## src/rtl/zsp_pkg.sv

```systemverilog
// Shared types of the zero-suppression event packetizer.
// Assumes: the output word kind is 2 bits wide and the header policy is a 2-bit code.
package zsp_pkg;

    typedef enum logic [1:0] {
        KIND_HDR  = 2'd0,
        KIND_SIZE = 2'd1,
        KIND_HIT  = 2'd2
    } word_kind_e;

    typedef enum logic [1:0] {
        MODE_HDR_ALWAYS = 2'd0,
        MODE_ALL_ALWAYS = 2'd1,
        MODE_ONLY_HITS  = 2'd2,
        MODE_SPARE      = 2'd3
    } hdr_mode_e;

    typedef enum logic [1:0] {
        ST_IDLE = 2'd0,
        ST_HDR  = 2'd1,
        ST_SIZE = 2'd2,
        ST_HITS = 2'd3
    } pk_state_e;

endpackage

```

## src/rtl/zsp_thresh_mask.sv

```systemverilog
// Per-channel threshold comparison.
// Channel c sits at bits [c*ADC_W +: ADC_W] of the frame. A channel is flagged
// when its reading is strictly greater than the threshold. Purely combinational.
module zsp_thresh_mask #(
    parameter int N_CH  = 128,
    parameter int ADC_W = 6
) (
    input  logic [N_CH*ADC_W-1:0] i_frame,
    input  logic [ADC_W-1:0]      i_thresh,
    output logic [N_CH-1:0]       o_mask
);

    // one comparator for each channel
    for (genvar g = 0; g < N_CH; g++) begin : g_cmp
        assign o_mask[g] = i_frame[g*ADC_W +: ADC_W] > i_thresh;
    end

endmodule

```

## src/rtl/zsp_popcount.sv

```systemverilog
// Counts the set bits of a mask. Purely combinational.
// Assumes CNT_W is wide enough to hold N_BITS.
module zsp_popcount #(
    parameter int N_BITS = 128,
    parameter int CNT_W  = $clog2(N_BITS + 1)
) (
    input  logic [N_BITS-1:0] i_bits,
    output logic [CNT_W-1:0]  o_count
);

    // adder chain over all mask bits
    always_comb begin
        o_count = '0;
        for (int i = 0; i < N_BITS; i++) begin
            o_count = o_count + CNT_W'(i_bits[i]);
        end
    end

endmodule

```

## src/rtl/zsp_first_set.sv

```systemverilog
// Index of the lowest set bit of a mask. The result is 0 when the mask is empty,
// so the caller must qualify it. Purely combinational.
module zsp_first_set #(
    parameter int N_BITS = 128,
    parameter int IDX_W  = $clog2(N_BITS)
) (
    input  logic [N_BITS-1:0] i_bits,
    output logic [IDX_W-1:0]  o_index
);

    // scan from the top so that the lowest set bit wins
    always_comb begin
        o_index = '0;
        for (int i = N_BITS - 1; i >= 0; i--) begin
            if (i_bits[i]) o_index = IDX_W'(i);
        end
    end

endmodule

```

## src/rtl/zs_event_packer.sv

```systemverilog
// Zero-suppression event packetizer.
// Accepts one frame when idle. It keeps the channels above threshold and then
// sends header, size and hit words according to the policy latched at acceptance.
// Assumes: the header is the widest word; the frame input stays not-ready for the
// whole record; hit words leave lowest channel first.
module zs_event_packer
    import zsp_pkg::*;
#(
    parameter int N_CH     = 128,
    parameter int ADC_W    = 6,
    parameter int PSIZE_W  = 3,
    parameter int BX_W     = 12,
    parameter int SENSOR_W = 8,
    parameter int CHIP_W   = 8,
    localparam int CH_W    = $clog2(N_CH),
    localparam int HDR_W   = BX_W + SENSOR_W + CHIP_W,
    localparam int HIT_W   = CH_W + ADC_W,
    localparam int OUT_A   = (HDR_W > HIT_W) ? HDR_W : HIT_W,
    localparam int OUT_W   = (OUT_A > PSIZE_W + 1) ? OUT_A : PSIZE_W + 1
) (
    input  logic                    clk,
    input  logic                    rst_n,
    input  logic [1:0]              i_mode,
    input  logic [ADC_W-1:0]        i_thresh,
    input  logic                    i_frame_valid,
    output logic                    o_frame_ready,
    input  logic [N_CH*ADC_W-1:0]   i_frame,
    input  logic [BX_W-1:0]         i_bx_id,
    input  logic [SENSOR_W-1:0]     i_sensor_id,
    input  logic [CHIP_W-1:0]       i_chip_id,
    output logic                    o_valid,
    input  logic                    i_out_ready,
    output logic [1:0]              o_kind,
    output logic [OUT_W-1:0]        o_data
);

    localparam int CNT_W = $clog2(N_CH + 1);
    localparam int LIM_W = PSIZE_W + 1;
    localparam logic [LIM_W-1:0] LIM_FULL  = LIM_W'(1) << PSIZE_W;
    localparam logic [LIM_W-1:0] LIM_SHORT = LIM_FULL - LIM_W'(1);

    pk_state_e              state_q;
    hdr_mode_e              mode_q;
    logic [N_CH-1:0]        mask_q;
    logic [N_CH*ADC_W-1:0]  adc_q;
    logic [HDR_W-1:0]       hdr_q;
    logic [CNT_W-1:0]       count_q;
    logic [LIM_W-1:0]       sent_q;

    logic [N_CH-1:0]        new_mask;
    logic [CNT_W-1:0]       new_count;
    logic [CH_W-1:0]        hit_idx;
    logic [N_CH-1:0]        rem_mask;
    logic [LIM_W-1:0]       limit;
    logic                   has_hits;
    logic                   dropped;
    logic [PSIZE_W-1:0]     size_field;
    logic                   accept;
    logic                   word_taken;
    hdr_mode_e              mode_in;

    zsp_thresh_mask #(.N_CH(N_CH), .ADC_W(ADC_W)) u_mask (
        .i_frame  (i_frame),
        .i_thresh (i_thresh),
        .o_mask   (new_mask)
    );

    zsp_popcount #(.N_BITS(N_CH), .CNT_W(CNT_W)) u_count (
        .i_bits  (new_mask),
        .o_count (new_count)
    );

    zsp_first_set #(.N_BITS(N_CH), .IDX_W(CH_W)) u_first (
        .i_bits  (mask_q),
        .o_index (hit_idx)
    );

    assign o_frame_ready = (state_q == ST_IDLE);
    assign accept        = i_frame_valid && o_frame_ready;
    assign o_valid       = (state_q != ST_IDLE);
    assign word_taken    = o_valid && i_out_ready;
    assign mode_in       = (hdr_mode_e'(i_mode) == MODE_SPARE) ? MODE_ALL_ALWAYS
                                                               : hdr_mode_e'(i_mode);

    // hit limit, drop flag and encoded size field of the latched frame
    always_comb begin
        limit      = (mode_q == MODE_ALL_ALWAYS) ? LIM_SHORT : LIM_FULL;
        has_hits   = (count_q != '0);
        dropped    = count_q > CNT_W'(limit);
        size_field = (count_q >= CNT_W'(limit)) ? limit[PSIZE_W-1:0]
                                                : count_q[PSIZE_W-1:0];
    end

    // remaining hits once the current lowest one has gone out
    always_comb begin
        rem_mask          = mask_q;
        rem_mask[hit_idx] = 1'b0;
    end

    // output word multiplexer
    always_comb begin
        o_kind = KIND_HDR;
        o_data = '0;
        case (state_q)
            ST_HDR: begin
                o_kind = KIND_HDR;
                o_data = OUT_W'(hdr_q);
            end
            ST_SIZE: begin
                o_kind = KIND_SIZE;
                o_data = OUT_W'({dropped, size_field});
            end
            ST_HITS: begin
                o_kind = KIND_HIT;
                o_data = OUT_W'({hit_idx, adc_q[int'(hit_idx)*ADC_W +: ADC_W]});
            end
            default: begin
                o_kind = KIND_HDR;
                o_data = '0;
            end
        endcase
    end

    // record sequencer and frame capture
    always_ff @(posedge clk) begin
        if (!rst_n) begin
            state_q <= ST_IDLE;
            mode_q  <= MODE_HDR_ALWAYS;
            mask_q  <= '0;
            adc_q   <= '0;
            hdr_q   <= '0;
            count_q <= '0;
            sent_q  <= '0;
        end else begin
            case (state_q)
                ST_IDLE: begin
                    if (accept) begin
                        mode_q  <= mode_in;
                        mask_q  <= new_mask;
                        adc_q   <= i_frame;
                        hdr_q   <= {i_bx_id, i_sensor_id, i_chip_id};
                        count_q <= new_count;
                        if (mode_in == MODE_ONLY_HITS && new_count == '0) begin
                            state_q <= ST_IDLE;
                        end else begin
                            state_q <= ST_HDR;
                        end
                    end
                end
                ST_HDR: begin
                    if (word_taken) begin
                        if (mode_q == MODE_HDR_ALWAYS && !has_hits) state_q <= ST_IDLE;
                        else                                        state_q <= ST_SIZE;
                    end
                end
                ST_SIZE: begin
                    if (word_taken) begin
                        sent_q  <= '0;
                        state_q <= has_hits ? ST_HITS : ST_IDLE;
                    end
                end
                ST_HITS: begin
                    if (word_taken) begin
                        mask_q <= rem_mask;
                        sent_q <= sent_q + LIM_W'(1);
                        if (rem_mask == '0 || sent_q + LIM_W'(1) == limit) begin
                            state_q <= ST_IDLE;
                        end
                    end
                end
                default: state_q <= ST_IDLE;
            endcase
        end
    end

endmodule

```

## config.mk

```make
export PLATFORM = sky130hd
export DESIGN_NAME = zs_event_packer
export DESIGN_NICKNAME = d
export VERILOG_FILES = /design/src/rtl/zsp_pkg.sv /design/src/rtl/zsp_thresh_mask.sv /design/src/rtl/zsp_popcount.sv /design/src/rtl/zsp_first_set.sv /design/src/rtl/zs_event_packer.sv
export SDC_FILE = /design/constraint.sdc
export NUM_CORES = 2
export LEC_CHECK = 0
export ABC_AREA = 1
export BUFFER_PORTS_ARGS = -buffer_cell sky130_fd_sc_hd__buf_2
export CAP_MARGIN = 20
export CORE_MARGIN = 4
export CORE_UTILIZATION = 50
export DETAILED_ROUTE_END_ITERATION = 6
export GPL_ROUTABILITY_DRIVEN = 0
export PLACE_DENSITY = 0.71
export SYNTH_ARGS = -nofsm -noshare
export SYNTH_HDL_FRONTEND = slang
export SYNTH_SLANG_ARGS = --single-unit
```

## constraint.sdc

```tcl
create_clock -name clk -period 21.4 [get_ports clk]
set_input_delay 4.28 -clock clk [delete_from_list [all_inputs] [get_ports clk]]
set_output_delay 4.28 -clock clk [all_outputs]
set_load 0.1 [all_outputs]
```

======== Word level (Yosys, flattened, before mapping) ========
Cells that the tools add are included.
word-level totals
  register bits ........................... 940
  bits in latches ......................... 0
  bits in writable memories ............... 0
  bits in read-only memories .............. 0
  input port bits ......................... 808
  output and inout port bits .............. 32
  memories kept ........................... 0
cells by class
  $add $sub $neg .......................... 128
  multipliers ............................. 1
  div/mod/pow operators ................... 0
  order comparisons ....................... 132
  eq/ne operators ......................... 12
  shift operators ......................... 1
  mux-type cells .......................... 150
  bitwise gates (word level) .............. 2
  reduce and logical (&&, ||, !) cells .... 19
operators with widths
  operator               number
  $add A8 B1 Y8          126
  $mux W7                128
  $gt A6 B6 Y1           128
  $shiftx A768 B11 Y6    1
  $mux W128              2
  $pmux W128 S2          1
  $and A128 B128 Y128    1
  $logic_not A128 Y1     1
  $not A128 Y128         1
  $pmux W28 S3           1
  $mux W2                8
  $mux W4                3
  $mul A7 B2 Y9 const B  1
  $eq A2 B2 Y1 const B   4
  $ge A8 B4 Y1           1
  $gt A8 B4 Y1           1
  $logic_not A8 Y1       1
  $lt A7 B8 Y1 const B   1
  $ne A2 B2 Y1 const B   4
  $pmux W2 S4            1
  $pmux W4 S2            1
  $reduce_bool A8 Y1     1
  $demux W1 S7           1
  $ge A7 B1 Y1 const B   1
  16 further kinds       26

======== Logic depth before layout (Yosys ltp) ========
  word-level depth ........................ 139
  gate-level depth with buffers ........... 143

======== Cells and area by module ========
A second synthesis with hierarchy kept.
unflattened totals
  cells, all modules ...................... 10536
  area total of the unflattened synthesis .. 67777.5 µm²
by module, submodules not included
  module           instances  cells each  area each (µm²)  seq. area each (µm²)
  zs_event_packer  1          6249        41586.1          18818.0
  zsp_thresh_mask  1          3461        20038.0          0.0
  zsp_popcount     1          352         3422.0           0.0
  zsp_first_set    1          474         2731.4           0.0

======== Worst setup path before layout ========
OpenSTA, ideal clock, no wires.
  path kind ............................... in2reg
  from .................................... input i_thresh[3]
  to ...................................... register state_q[0]
  setup time .............................. 0.109 ns
  arrival time ............................ 14.756 ns
  slack ................................... 6.535 ns
  cell stages on the path ................. 34
  buffers on the path ..................... 0
  path through ............................ inv_1 -> ha_1 -> a21oi_1 -> o21ai_0 -> a21oi_1 -> a32oi_1 -> ha_1 -> inv_1 -> fa_1 -> fa_1 -> fa_1 -> fa_1 -> fa_1 -> fa_1 -> fa_1 -> fa_1 -> fa_1 -> inv_1 -> fa_1 -> inv_1 -> fa_1 -> inv_1 -> fa_1 -> a31oi_1 -> nor2_1 -> o21ai_0 -> nand2_1 -> xor2_1 -> nor4_1 -> nand3b_1 -> a21oi_1 -> nand3_1 -> nand2_1 -> inv_1
between the ends
  cells in the longest elaborated chain, start to end .. 133
  elaborated cells between the ends (all ways) .. 260
  those cells by class .................... add/sub: 127; order compare: 128; mux: 3; reduce/logical: 2
ends and longest elaborated chain
  element                        RTL line                source
  start, declared                zs_event_packer.sv:24   input logic [ADC_W-1:0] i_thresh,
  $gt A6 B6 Y1                   zsp_thresh_mask.sv:15   assign o_mask[g] = i_frame[g*ADC_W +: ADC_W] > i_thresh;
  $add A1 B1 Y2                  zsp_popcount.sv:15      o_count = o_count + CNT_W'(i_bits[i]);
  $add A8 B1 Y8 (125 in series)  zsp_popcount.sv:15
  $add A8 B1 Y8 *                zsp_popcount.sv:15
  $logic_not A8 Y1 *             zs_event_packer.sv:143  if (mode_in == MODE_ONLY_HITS && new_count == '0) begin
  $logic_and A1 B1 Y1 *          zs_event_packer.sv:143
  $mux W1 *                      zs_event_packer.sv:143
  $mux W2 *                      zs_event_packer.sv:137  if (accept) begin
  $pmux W2 S4 *                  zs_event_packer.sv:135  case (state_q)
  end signal, assigned           zs_event_packer.sv:159  state_q <= has_hits ? ST_HITS : ST_IDLE;
  end, declared                  zs_event_packer.sv:42   pk_state_e state_q;
Every way passes the cells marked *; elsewhere a longest branch is shown, timed or not. The select of a mux whose other input is x is not followed.
A chain may end at the register's enable or synchronous reset.

======== Worst setup path after layout ========
  from .................................... register mask_q[127]
  to ...................................... output o_data[3]
between the ends
  cells in the longest elaborated chain, start to end .. 131
ends and longest elaborated chain
  element                  RTL line                source
  start, declared          zs_event_packer.sv:44   logic [N_CH-1:0] mask_q;
  start signal, assigned   zs_event_packer.sv:139  mask_q <= new_mask;
  start signal, assigned   zs_event_packer.sv:164  mask_q <= rem_mask;
  $mux W7 (128 in series)  zsp_first_set.sv:15     if (i_bits[i]) o_index = IDX_W'(i);
  $mul A7 B2 Y9            zs_event_packer.sv:115  o_data = OUT_W'({hit_idx, adc_q[int'(hit_idx)*ADC_W +: ADC_W]});
  $shiftx A768 B11 Y6      zs_event_packer.sv:115
  $pmux W28 S3             zs_event_packer.sv:104  case (state_q)
  end, declared            zs_event_packer.sv:34   output logic [OUT_W-1:0] o_data
No other way between the ends.

==> results.md <==
- Core area: 0.121 mm^2
- Final Hold Viols: 0
- Area leader, netlist: dfxtp_1
- Clock slew at reported path FFs: 60 ps
- Synth top area cells: dfxtp_1 (31%), ha_1 (16%), nor2_1 (11%), o21ai_0 (9.8%), nand2_1 (6.3%)
- Synth Register Bits: 940
- Antenna-violating nets left: 0
- Most used cell along the critical path: nand2_1
- Fmax: 59.1 MHz
- Share of the synthesized area in the top cell type: 0.308
- Synth Warn #: 0
- Post-Syn Nets: 10.2k
- Worst path max stage delay: ~790 ps
- Die height: ~360 um
- Least-Margin Pin Slew: 1170 ps
- Row count: 127
- CTS Buf Count: 105
- Ys async rst share: 0
- Final Critical Period: 16930 ps
- Mapped Cells: 8512
- Fillers: between 10k and 15k
- CTS tree: built
- Tot GR Track Use: 0.371
- Post-cts gate resize count: 0
- Post-synthesis sequential area ratio: 0.308
- CTS Sinks: between 900 and 1k
- Cell Area, Synth: 0.0611 mm^2
- Iteration-0 DRC count of the detailed router: slightly below 8k
- Slowest stage cell, crit path: nand2_4
- Max Cap Violations: 0
- Slew Limit Headroom: 0.213
- Fin crit share: 0.791
- Initial Util: 0.506
- Drt wl/cell: 23.2 um
- Chip Width: 358 um
- Final Max Slew Viols: 0
- HPWL after DPL: 185000 um
- CTS Root Buffer Type: clkbuf_16
- Cts hold-fix bufs: 0
- DIE AREA: 0.128 mm^2
- Synth cell types: 47
- Synthesis-to-finish area growth: 14.6%
- DRC errors left: 2
- Final net count: 10.8k
- H-tree levels: 3
- Mean Syn Cell Area: ~7.2 um^2
- CP Class: reg -> out
- First-pass GRT wire length: 364000 um
- Status: finished with violations
- FF-to-FF setup slack: about 10000 ps
- Initial antenna violation count: 12
- Final Setup Violations: 0
- Via count: approximately 65k
- Port Buffer Count: ~840
- Post-synth EDFFs: 0
- Worst Setup Start Kind: flop
- Predominant post-synthesis flop cell: dfxtp_1
- Arrival time at the worst endpoint: 12650 ps
- Crit path required time: 17120 ps
- Setup Fix Bufs, Post-CTS: 0
- DR vias/cell: 6.05
- Crit-path max FO: just over 60
- Vias in the first global route: between 60k and 70k
- Total Wirelength: roughly 250000 um
- Setup TNS: 0 ps
- Worst min path class: reg -> reg
- Crit. End Element: output port
- Total congestion overflow: 0
- Unrepaired setup endpoints after global routing: false
- Clk_lat worst skew: 720 ps
- I/O pin count: 840
- Largest net degree at the start of global routing: 232
- Worst Clk Skew: between 20 and 30 ps
- Worst-case clock buffer depth: 3
- Share of layout cells above drive strength 1: 0.127
- Failing checks: DRC
- Drt first pass iters: 7
## layout by cell type, fill, tap and decap left out, types with 10 or more instances in the layout
master / Yosys / routed
nor4_1: 33 / 33
buf_4: 10 / 73
nand2_4: 1 / 11
clkinv_2: 0 / 23
bufinv_16: 0 / 15
a41oi_1: 15 / 15
o211ai_1: 23 / 23
ha_1: 799 / 799
clkbuf_1: 375 / 12
clkbuf_8: 0 / 19
clkbuf_16: 0 / 106
o21ai_0: 1195 / 1194
or2_2: 29 / 29
inv_1: 530 / 523
buf_2: 48 / 837
fa_1: 115 / 115
a32oi_1: 25 / 25
nand3_1: 181 / 181
o22ai_1: 382 / 382
nand4_1: 123 / 123
nor2_1: 1821 / 1815
nand3b_1: 26 / 26
o21bai_1: 18 / 18
clkinvlp_4: 0 / 10
a2bb2oi_1: 27 / 27
a21oi_1: 622 / 622
dfxtp_1: 940 / 940
nand2_1: 1029 / 1021
a31oi_1: 67 / 67
## synth_stat cells, types with 2 or more instances
cell and instances:
buf_2 48, o21ai_1 2, a21o_1 3, xor2_1 5
o21a_1 2, buf_4 10, nand2_2 4, o22ai_1 382
nand2_1 1029, a32o_1 4, inv_1 530, nand3b_1 26
o221ai_1 4, nand3_1 181, a22o_1 3, fa_1 115
or2_2 29, a41oi_1 15, buf_1 28, a32oi_1 25
clkbuf_1 375, nor3_1 5, a2bb2oi_1 27, nand4_1 123
a31oi_1 67, o32ai_1 3, o211ai_1 23, o21ai_0 1195
nor4_1 33, nor2_1 1821, xnor2_1 2, clkinv_1 3
a21oi_1 622, dfxtp_1 940, o21bai_1 18, ha_1 799
## cell families (layout without fill, tap and decap cells)
kind of cell             Yosys count  count (layout)  share of synthesized area
other                              0               4                          0
AND/OR/NAND/NOR                 3253            3253                      0.213
XOR/XNOR                           7               7                    0.00100
AO/OA/AOI/OAI                   2402            2402                      0.213
adder cells (fa/ha/maj)          914             914                      0.201
buffers and inverters            996            1647                     0.0629
flip-flops                       940             940                      0.308
## state kept, by name (all words and copies together) (netlist names)
name / count
adc_q: 768
count_q: 8
hdr_q: 28
mask_q: 128
mode_q: 2
sent_q: 4
state_q: 2
## critical path: cells and delay by family (launching register included)
| kind | cells | cell delay, ps |
|---|---|---|
| compound gates | 1 | 120 |
| flops | 1 | 370 |
| buf+inv | 3 | 1570 |
| simple gates | 137 | 9630 |
## final timing paths
check / from / endpoint / cells past startpoint
max: mask_q[127] / o_data[3] / 141
min: hdr_q[15] / hdr_q[15] / 2
max reg2reg: mask_q[126] / state_q[0] / 143
min reg2reg: hdr_q[15] / hdr_q[15] / 2
## cell type report
class / count / area [um^2] / area share
diodes: 4 / 10.0 / 0.000143
clock buffers: 137 / 2960 / 0.0423
clock inverters: 59 / 756 / 0.0108
inverters: 534 / 2040 / 0.0292
multi-input cells: 6576 / 38500 / 0.550
flip-flops and latches: 940 / 18800 / 0.269
well taps: 1612 / 2020 / 0.0288
repair buffers: 917 / 4860 / 0.0695
## layer usage
metal	global-route usage	up-vias	wire, um
met1	0.463	30400	94600
met3	0.0728	895	24800
met2	0.576	3580	109000
met5	0	-	72
met4	0.264	12	21000
li1	-	30300	-
## metrics by stage
stage	area (um^2)	utilization	worst slack [ps]	hold slack [ps]	instances
finish	70000	0.580	4470	453	10800
global route	70000	0.580	3260	476	10800
CTS	70000	0.580	4740	456	10800
detailed placement	66300	0.549	5620	447	10600
global placement	66300	0.549	5470	440	10600
floorplan	61100	-	6530	430	8512
Power is not shown: default switching activity piles up to over one toggle a cycle in this logic, so the estimate is an artifact.
